File: config.mk
export PLATFORM = sky130hd
export DESIGN_NAME = pinirq_detector
export DESIGN_NICKNAME = d
export VERILOG_FILES = /design/src/rtl/pinirq_pkg.sv /design/src/rtl/pinirq_rst_sync.sv /design/src/rtl/pinirq_ctrl_reg.sv /design/src/rtl/pinirq_event.sv /design/src/rtl/pinirq_sticky.sv /design/src/rtl/pinirq_detector.sv
export SDC_FILE = /design/constraint.sdc
export NUM_CORES = 1
export LEC_CHECK = 0
export BUFFER_PORTS_ARGS = -buffer_cell sky130_fd_sc_hd__buf_2
export CELL_PAD_IN_SITES_DETAIL_PLACEMENT = 0
export CELL_PAD_IN_SITES_GLOBAL_PLACEMENT = 1
export CORE_UTILIZATION = 28
export CTS_CLUSTER_DIAMETER = 200
export DETAILED_ROUTE_END_ITERATION = 12
export PLACE_DENSITY = 0.89
export SLEW_MARGIN = 30
export SYNTH_ARGS = -nofsm -noshare
export SYNTH_HDL_FRONTEND = slang
export SYNTH_SLANG_ARGS = --single-unit
File: constraint.sdc
create_clock -name clk -period 1.4 [get_ports clk]
set_input_delay 0.14 -clock clk [delete_from_list [all_inputs] [get_ports clk]]
set_output_delay 0.14 -clock clk [all_outputs]
set_load 0.05 [all_outputs]
File: src/rtl/pinirq_pkg.sv
package pinirq_pkg;

  // Control word bit positions
  localparam int F_EN      = 0;
  localparam int F_UNMASK  = 1;
  localparam int F_LVL     = 2;
  localparam int F_POL_LO  = 3;
  localparam int F_OE      = 5;
  localparam int F_OVAL    = 6;
  localparam int F_WAKE_LO = 7;
  localparam int F_PIN     = 12;
  localparam int F_ISTS    = 13;
  localparam int F_WSTS    = 14;
  localparam int F_BAD     = 15;

  localparam int WAKE_N    = 3;
  localparam int STS_N     = 2;
  localparam int MIN_W     = F_BAD + 1;

  typedef enum logic [1:0] {
    POL_HIGH = 2'd0,
    POL_LOW  = 2'd1,
    POL_BOTH = 2'd2,
    POL_RSVD = 2'd3
  } pol_e;

  typedef struct packed {
    logic [WAKE_N-1:0] wake_en;
    logic              out_val;
    logic              out_en;
    pol_e              pol;
    logic              lvl;
    logic              unmask;
    logic              en;
  } ctrl_t;

endpackage

File: src/rtl/pinirq_rst_sync.sv
module pinirq_rst_sync #(
  parameter int STAGES = 2
) (
  input  logic clk,
  input  logic rst_n,
  output logic rst_n_sync
);
  logic [STAGES-1:0] chain_q;

  always_ff @(posedge clk or negedge rst_n) begin
    if (!rst_n) chain_q <= '0;
    else        chain_q <= {chain_q[STAGES-2:0], 1'b1};
  end

  assign rst_n_sync = chain_q[STAGES-1];
endmodule

File: src/rtl/pinirq_ctrl_reg.sv
module pinirq_ctrl_reg
  import pinirq_pkg::*;
#(
  parameter int DATA_W = 32
) (
  input  logic              clk,
  input  logic              rst_n,
  input  logic              we,
  input  logic [DATA_W-1:0] wdata,
  output ctrl_t             ctrl
);
  ctrl_t ctrl_q, ctrl_d;

  always_comb begin
    ctrl_d = ctrl_q;
    if (we) begin
      ctrl_d.en      = wdata[F_EN];
      ctrl_d.unmask  = wdata[F_UNMASK];
      ctrl_d.lvl     = wdata[F_LVL];
      ctrl_d.pol     = pol_e'(wdata[F_POL_LO +: 2]);
      ctrl_d.out_en  = wdata[F_OE];
      ctrl_d.out_val = wdata[F_OVAL];
      ctrl_d.wake_en = wdata[F_WAKE_LO +: WAKE_N];
    end
  end

  always_ff @(posedge clk or negedge rst_n) begin
    if (!rst_n) ctrl_q <= '0;
    else        ctrl_q <= ctrl_d;
  end

  assign ctrl = ctrl_q;
endmodule

File: src/rtl/pinirq_event.sv
module pinirq_event
  import pinirq_pkg::*;
(
  input  logic clk,
  input  logic rst_n,
  input  logic pin,
  input  logic lvl,
  input  pol_e pol,
  output logic hit,
  output logic cfg_bad
);
  logic prev_q;
  logic rise, fall;

  always_ff @(posedge clk or negedge rst_n) begin
    if (!rst_n) prev_q <= 1'b0;
    else        prev_q <= pin;
  end

  assign rise = pin & ~prev_q;
  assign fall = ~pin & prev_q;

  always_comb begin
    hit     = 1'b0;
    cfg_bad = 1'b0;
    if (lvl) begin
      unique case (pol)
        POL_HIGH: hit = pin;
        POL_LOW:  hit = ~pin;
        default:  cfg_bad = 1'b1;
      endcase
    end else begin
      unique case (pol)
        POL_HIGH: hit = rise;
        POL_LOW:  hit = fall;
        POL_BOTH: hit = rise | fall;
        default:  cfg_bad = 1'b1;
      endcase
    end
  end
endmodule

File: src/rtl/pinirq_sticky.sv
module pinirq_sticky (
  input  logic clk,
  input  logic rst_n,
  input  logic set_i,
  input  logic clr_i,
  input  logic set_wins_i,
  output logic sts_o
);
  logic sts_q, sts_d;

  always_comb begin
    if (clr_i && !(set_i && set_wins_i)) sts_d = 1'b0;
    else                                 sts_d = sts_q | set_i;
  end

  always_ff @(posedge clk or negedge rst_n) begin
    if (!rst_n) sts_q <= 1'b0;
    else        sts_q <= sts_d;
  end

  assign sts_o = sts_q;
endmodule

File: src/rtl/pinirq_detector.sv
module pinirq_detector
  import pinirq_pkg::*;
#(
  parameter int DATA_W = 32
) (
  input  logic              clk,
  input  logic              rst_n,
  input  logic              pin_level,
  input  logic              cfg_we,
  input  logic [DATA_W-1:0] cfg_wdata,
  output logic [DATA_W-1:0] cfg_rdata,
  output logic              pad_oe,
  output logic              pad_out,
  output logic              irq_pending,
  output logic              wake_pending
);
  localparam int HI_W = DATA_W - MIN_W;

  logic             rst_n_int;
  ctrl_t            ctrl;
  logic             hit;
  logic             cfg_bad;
  logic [STS_N-1:0] set_vec;
  logic [STS_N-1:0] clr_vec;
  logic [STS_N-1:0] sts;
  logic             unused_wbits;

  pinirq_rst_sync #(.STAGES(2)) u_rst (
    .clk        (clk),
    .rst_n      (rst_n),
    .rst_n_sync (rst_n_int)
  );

  pinirq_ctrl_reg #(.DATA_W(DATA_W)) u_ctrl (
    .clk   (clk),
    .rst_n (rst_n_int),
    .we    (cfg_we),
    .wdata (cfg_wdata),
    .ctrl  (ctrl)
  );

  pinirq_event u_evt (
    .clk     (clk),
    .rst_n   (rst_n_int),
    .pin     (pin_level),
    .lvl     (ctrl.lvl),
    .pol     (ctrl.pol),
    .hit     (hit),
    .cfg_bad (cfg_bad)
  );

  // index 0: interrupt status, index 1: wake status
  always_comb begin
    set_vec[0] = hit & ctrl.en;
    set_vec[1] = hit & ctrl.en & (|ctrl.wake_en);
    clr_vec[0] = cfg_we & cfg_wdata[F_ISTS];
    clr_vec[1] = cfg_we & cfg_wdata[F_WSTS];
  end

  for (genvar k = 0; k < STS_N; k++) begin : g_sts
    pinirq_sticky u_sts (
      .clk        (clk),
      .rst_n      (rst_n_int),
      .set_i      (set_vec[k]),
      .clr_i      (clr_vec[k]),
      .set_wins_i (~ctrl.lvl),
      .sts_o      (sts[k])
    );
  end

  always_comb begin
    cfg_rdata                         = '0;
    cfg_rdata[F_EN]                   = ctrl.en;
    cfg_rdata[F_UNMASK]               = ctrl.unmask;
    cfg_rdata[F_LVL]                  = ctrl.lvl;
    cfg_rdata[F_POL_LO +: 2]          = ctrl.pol;
    cfg_rdata[F_OE]                   = ctrl.out_en;
    cfg_rdata[F_OVAL]                 = ctrl.out_val;
    cfg_rdata[F_WAKE_LO +: WAKE_N]    = ctrl.wake_en;
    cfg_rdata[F_PIN]                  = pin_level;
    cfg_rdata[F_ISTS]                 = sts[0];
    cfg_rdata[F_WSTS]                 = sts[1];
    cfg_rdata[F_BAD]                  = cfg_bad;
  end

  assign pad_oe       = ctrl.out_en;
  assign pad_out      = ctrl.out_val;
  assign irq_pending  = sts[0] & ctrl.unmask;
  assign wake_pending = sts[1];

  generate
    if (HI_W > 0) begin : g_hi
      assign unused_wbits = ^{cfg_wdata[DATA_W-1:MIN_W], cfg_wdata[F_BAD],
                              cfg_wdata[F_PIN], cfg_wdata[F_PIN-1:F_WAKE_LO+WAKE_N]};
    end else begin : g_nohi
      assign unused_wbits = ^{cfg_wdata[F_BAD], cfg_wdata[F_PIN],
                              cfg_wdata[F_PIN-1:F_WAKE_LO+WAKE_N]};
    end
  endgenerate
endmodule

# Yosys cells after proc, flatten, opt, wreduce, memory -nomap -nowiden
# Cells that the tools add are included.
# word_totals
in_bits	36
ff_bits	15
elab_cells	44
out_inout_bits	36
# classes
n_reduce_logical	10
mux	8
n_eq_ne	2
bitwise	13
# ops
op	count
$and 1x1->1	7
$mux 1	6
$reduce_or 3->1	2
$logic_and 1x1->1	4
$not 1->1	3
$or 1x1->1	3
$pmux 1 s3	1
$eq 2x1->1 const B	1
$eq 2x2->1 const B	1
$logic_not 1->1	2
$logic_not 2->1	1
$pmux 1 s2	1
$reduce_or 2->1	1

# Longest topological paths before layout
# depth
ltp_word	11
mapped_depth	6
mapped_depth_nobuf	6

# Modules after synthesis
# A second synthesis with hierarchy kept.
# hier_totals
cells_unflattened	74
hier_area_um2	870.8
# by_module_without_submodules
mod	area_each_um2	seq_area_each_um2	cells_each	instances
pinirq_ctrl_reg	411.6	250.2	21	1
pinirq_detector	215.2	0.0	30	1
pinirq_event	115.1	25.0	12	1
pinirq_sticky	37.5	25.0	4	2
pinirq_rst_sync	53.8	50.0	3	1

# Worst setup path before layout
# No wires, ideal clock.
# synth_timing
path_kind	register to register
startpoint	register u_ctrl.ctrl_q, in the netlist u_ctrl.ctrl[4]
endpoint	register g_sts[0].u_sts.sts_q
required_time_ps	1314
path_buffers	0
path_stages_with_launch	5
setup_time_ps	86
period_less_slack_ps	1377
t_arrival_ps	1291
setup_slack_ps	23
path_cell_list	dfrtp_1 nand2b_1 a211oi_1 nor3_2 a32oi_1
# synth_via
elab_chain_cells	8
word_cells_on_any_way	12
cone_classes	2 x eq/ne; 4 x mux; 2 x bitwise; 4 x reduce/logical
# synth_lines
element	line_no	text
from (decl)	pinirq_ctrl_reg.sv:12	ctrl_t ctrl_q, ctrl_d;
from (signal assigned)	pinirq_ctrl_reg.sv:29	else ctrl_q <= ctrl_d;
$eq 2x2->1 (tied with other cells)	pinirq_event.sv:33	unique case (pol)
$pmux 1 s3 / $pmux 1 s2 (equally long branches)	pinirq_event.sv:33, pinirq_event.sv:27	
$mux 1 *	pinirq_event.sv:26	if (lvl) begin
$and 1x1->1 *	pinirq_detector.sv:54	set_vec[0] = hit & ctrl.en;
$logic_and 1x1->1	pinirq_sticky.sv:12	if (clr_i && !(set_i && set_wins_i)) sts_d = 1'b0;
$logic_not 1->1	pinirq_sticky.sv:12	
$logic_and 1x1->1	pinirq_sticky.sv:12	
$mux 1 *	pinirq_sticky.sv:12	
named net g_sts[0].u_sts.sts_d	pinirq_sticky.sv:9	logic sts_q, sts_d;
to (signal assigned)	pinirq_sticky.sv:18	else sts_q <= sts_d;
to (decl)	pinirq_sticky.sv:9	
# Mark *: on every way through the listed nets, which the timed path passes. The rest lies on a longest branch.
# A chain may end at the register's enable or synchronous reset.

# Worst setup path after layout
# layout_timing
startpoint	register u_ctrl.ctrl_q, in the netlist u_ctrl.ctrl[2]
endpoint	output port cfg_rdata[15]
# layout_via
elab_chain_cells	1
# layout_lines
element	line_no	text
$mux 1	pinirq_event.sv:26	
to (decl)	pinirq_detector.sv:11	output logic [DATA_W-1:0] cfg_rdata,
# Every way passes these cells.

==> key figures <==
Job
  • Max cap viols: 0

Drt
  • Via density: 4.215
  • Starting DRT DRC Count: 16
  • Routed Antenna Nets: 0
  • Vias post-DR: 569
  • DRT Pass-1 Iters: 8
  • Final wirelength: 1390 um
  • Routed wire per std cell: 10.30 um
  • # DRC: 10

Yosys
  • Yosys cell types: 20
  • Synth warnings: 0
  • Post-Syn Instances: 75
  • Synth top area share: 44.84%
  • Seq cells post-synth: 15
  • Seq/Total Area, Yosys: 44.84%
  • Cells taking the most area after synthesis: dfrtp_1 (45%), buf_4 (22%), mux2_2 (13%), ha_1 (3.0%), nor3_2 (2.4%)
  • Leading area contributor after synthesis: dfrtp_1
  • Post-synthesis area per instance: 11.16 um^2
  • Syn Std Cell Area: 837.1 um^2

Power and ir drop
  • Worst IR drop on VDD: 585.8 uV
  • Pwr/cell area: 1365 nW/um^2
  • Leak pwr: 0.5013 nW

Floorplan
  • Num rows: 19
  • Die extent in x: 56.68 um
  • Core area: 2805 um^2
  • Die area: 3212 um^2
  • I/O Pins: 72
  • Initial Util: 29.84%
  • Die H: 56.68 um

Global route
  • Largest net degree at the start of global routing: 15
  • Initial antenna violation count: 0
  • Tot GR Track Use: 10.17%
  • Vias in the first global route: 552
  • Total gr overflow: 0
  • First-pass GRT wire length: 2421 um

Min path
  • Hold WC Path Type: input pin to flop

STA
  • Clk_skew: 5.511 ps
  • Worst rel slew slack: 65.72%
  • Slew Viols, Final: 0
  • Worst-margin pin slew: 514.2 ps
  • Setup tns final: 0 ps
  • Fmax: 774.4 MHz
  • Fin crit share: 92.23%
  • Tmin final: 1291 ps
  • Final Hold Viols: 0
  • Finish-stage setup viols: 0
  • RSZ-0062 raised after global routing: no

Critical path
  • Worst Path Max Fanout: 8
  • Critical path launch point type: flop
  • Crit path required time: 1260 ps
  • Worst Setup End Kind: primary output
  • Critical Path AT: 1150 ps
  • Setup CP Type: flop to primary output

Final layout
  • Layout cell share with drive strength beyond 1: 48.08%
  • Nets: 143
  • Area grow syn2layout: 13.90%
  • Final Cell Area: 953.4 um^2
  • Register area: 376.6 um^2
  • # diodes: 0
  • Multi-input logic area: 325.3 um^2
  • Fillers: 285

Placed design
  • Gpl congestion: 0.6608
  • Post-DP HPWL: 1144 um
  • Port Buffers: 33
  • Placed inst area: 912.1 um^2

CTS
  • Root buffer cell: clkbuf_4
  • H-tree depth: 1
  • CTS clk-pin slew, worst paths: 90 ps
  • # clock sinks: 15
  • CTS Buf Count: 3
  • CTS tree: yes
  • Clock buffer depth: 2
  • Worst-skew pair later-pin latency: 280 ps

Outcome
  • Violated checks: design-rule violations
  • Status: complete, but fails checks
## through the flow
| stage | worst slack, ps | total power (W) | instances | hold slack (ps) | util [%] |
|---|---|---|---|---|---|
| floorplan | 23.33 | 0.001033 | 92 | -155.6 | - |
| global placement | 144.3 | 0.001058 | 130 | -72.98 | 32.52 |
| detailed placement | 97.90 | 0.001067 | 130 | -69.04 | 32.52 |
| CTS | 50.29 | 0.001317 | 135 | 27.36 | 33.90 |
| global route | 1.451 | 0.001371 | 135 | 26.22 | 33.99 |
| finish | 108.7 | 0.001301 | 135 | 33.17 | 33.99 |
## power by group
part | internal, W | leakage, nW | switching (W) | total (W)
sequential | 0.000482 | 0.176 | 0.0000468 | 0.000529
clock | 0.000106 | 0.0177 | 0.000137 | 0.000243
combinational | 0.000112 | 0.307 | 0.000417 | 0.000530
## kinds of logic (layout without fill, tap and decap cells)
logic type	after synthesis	after routing	share of synthesized area [%]
buffers and inverters	28	40	23.92
AOI/OAI and AO/OA	5	5	4.037
DFF	15	15	44.84
adders and majority gates	2	2	2.989
other	2	19	0.8972
and+or+nand+nor	12	12	8.670
muxes	11	11	14.65
## per-layer routing
layer | share of wire, % | GRT usage, %
met1 | 45 | 11.94
met2 | 46 | 16.50
met3 | 8.1 | 2.535
met4 | 0.43 | 6.429
met5 | 0 | 0
## area by class of cell
type / count / share of cell area [%]
timing repair buffer: 34 / 18.64
tap: 31 / 4.068
sequential: 15 / 39.50
clock inverter: 1 / 0.5249
multi-input combinational: 49 / 34.12
inverter: 2 / 0.7874
clock buffer: 3 / 2.362
## timing repair
item	4_1_cts	5_1_grt
endpoints found under the setup margin	1	1
hold buffers	1	0
resized for setup	1	1
endpoints found under the hold margin	2	0
gates cloned	0	0
buffers inserted	0	0
## worst max-delay path: stages (launching register included)
cell and delay (ps):
dfrtp_2 450, nor2_1 70, nor2b_1 110, clkbuf_4 240
## path summary, 6_finish.rpt
| path | startpoint | endpoint | slack, ps | cells past startpoint |
|---|---|---|---|---|
| setup / recovery | u_ctrl.ctrl[2] | cfg_rdata[15] | 110 | 3 |
| hold / removal | pin_level | u_evt.prev_q | 30 | 1 |
| setup reg to reg | u_evt.prev_q | g_sts[0].u_sts.sts_o | 120 | 4 |
| hold reg to reg | u_rst.chain_q[1] | g_sts[1].u_sts.sts_o | 210 | 0 |
| max in group asynchronous | u_rst.chain_q[1] | u_ctrl.ctrl[2] | 820 | 0 |
| min in group asynchronous | rst_n | u_rst.chain_q[0] | 160 | 2 |
## cell usage after synthesis
| cell | n |
|---|---|
| buf_4 | 25 |
| mux2_2 | 10 |
| and2_1 | 1 |
| o21ai_1 | 2 |
| a211oi_1 | 1 |
| nor2b_1 | 1 |
| buf_2 | 1 |
| conb_1 | 2 |
| inv_1 | 2 |
| nor2_1 | 1 |
| o31ai_1 | 1 |
| nand3_1 | 1 |
| nor3_2 | 2 |
| and4b_1 | 1 |
| nand2_1 | 4 |
| a32oi_1 | 1 |
| mux2i_1 | 1 |
| ha_1 | 2 |
| nand2b_1 | 1 |
| dfrtp_1 | 15 |
## registers in the layout, indices dropped and copies added (netlist names)
name	count
u_rst.chain_q	2
u_evt.prev_q	1
u_ctrl.ctrl	10
g_sts.u_sts.sts_o	2
## layout by cell type, fill, tap and decap left out, drive strengths merged, types with 2 or more instances in the layout
cell type | netlist | routed
buf | 26 | 32
clkbuf | 0 | 4
conb | 2 | 19
dfrtp | 15 | 15
ha | 2 | 2
inv | 2 | 2
mux2 | 10 | 10
nand2 | 4 | 4
nor3 | 2 | 2
o21ai | 2 | 2
Power figures use the tool's default switching activity.
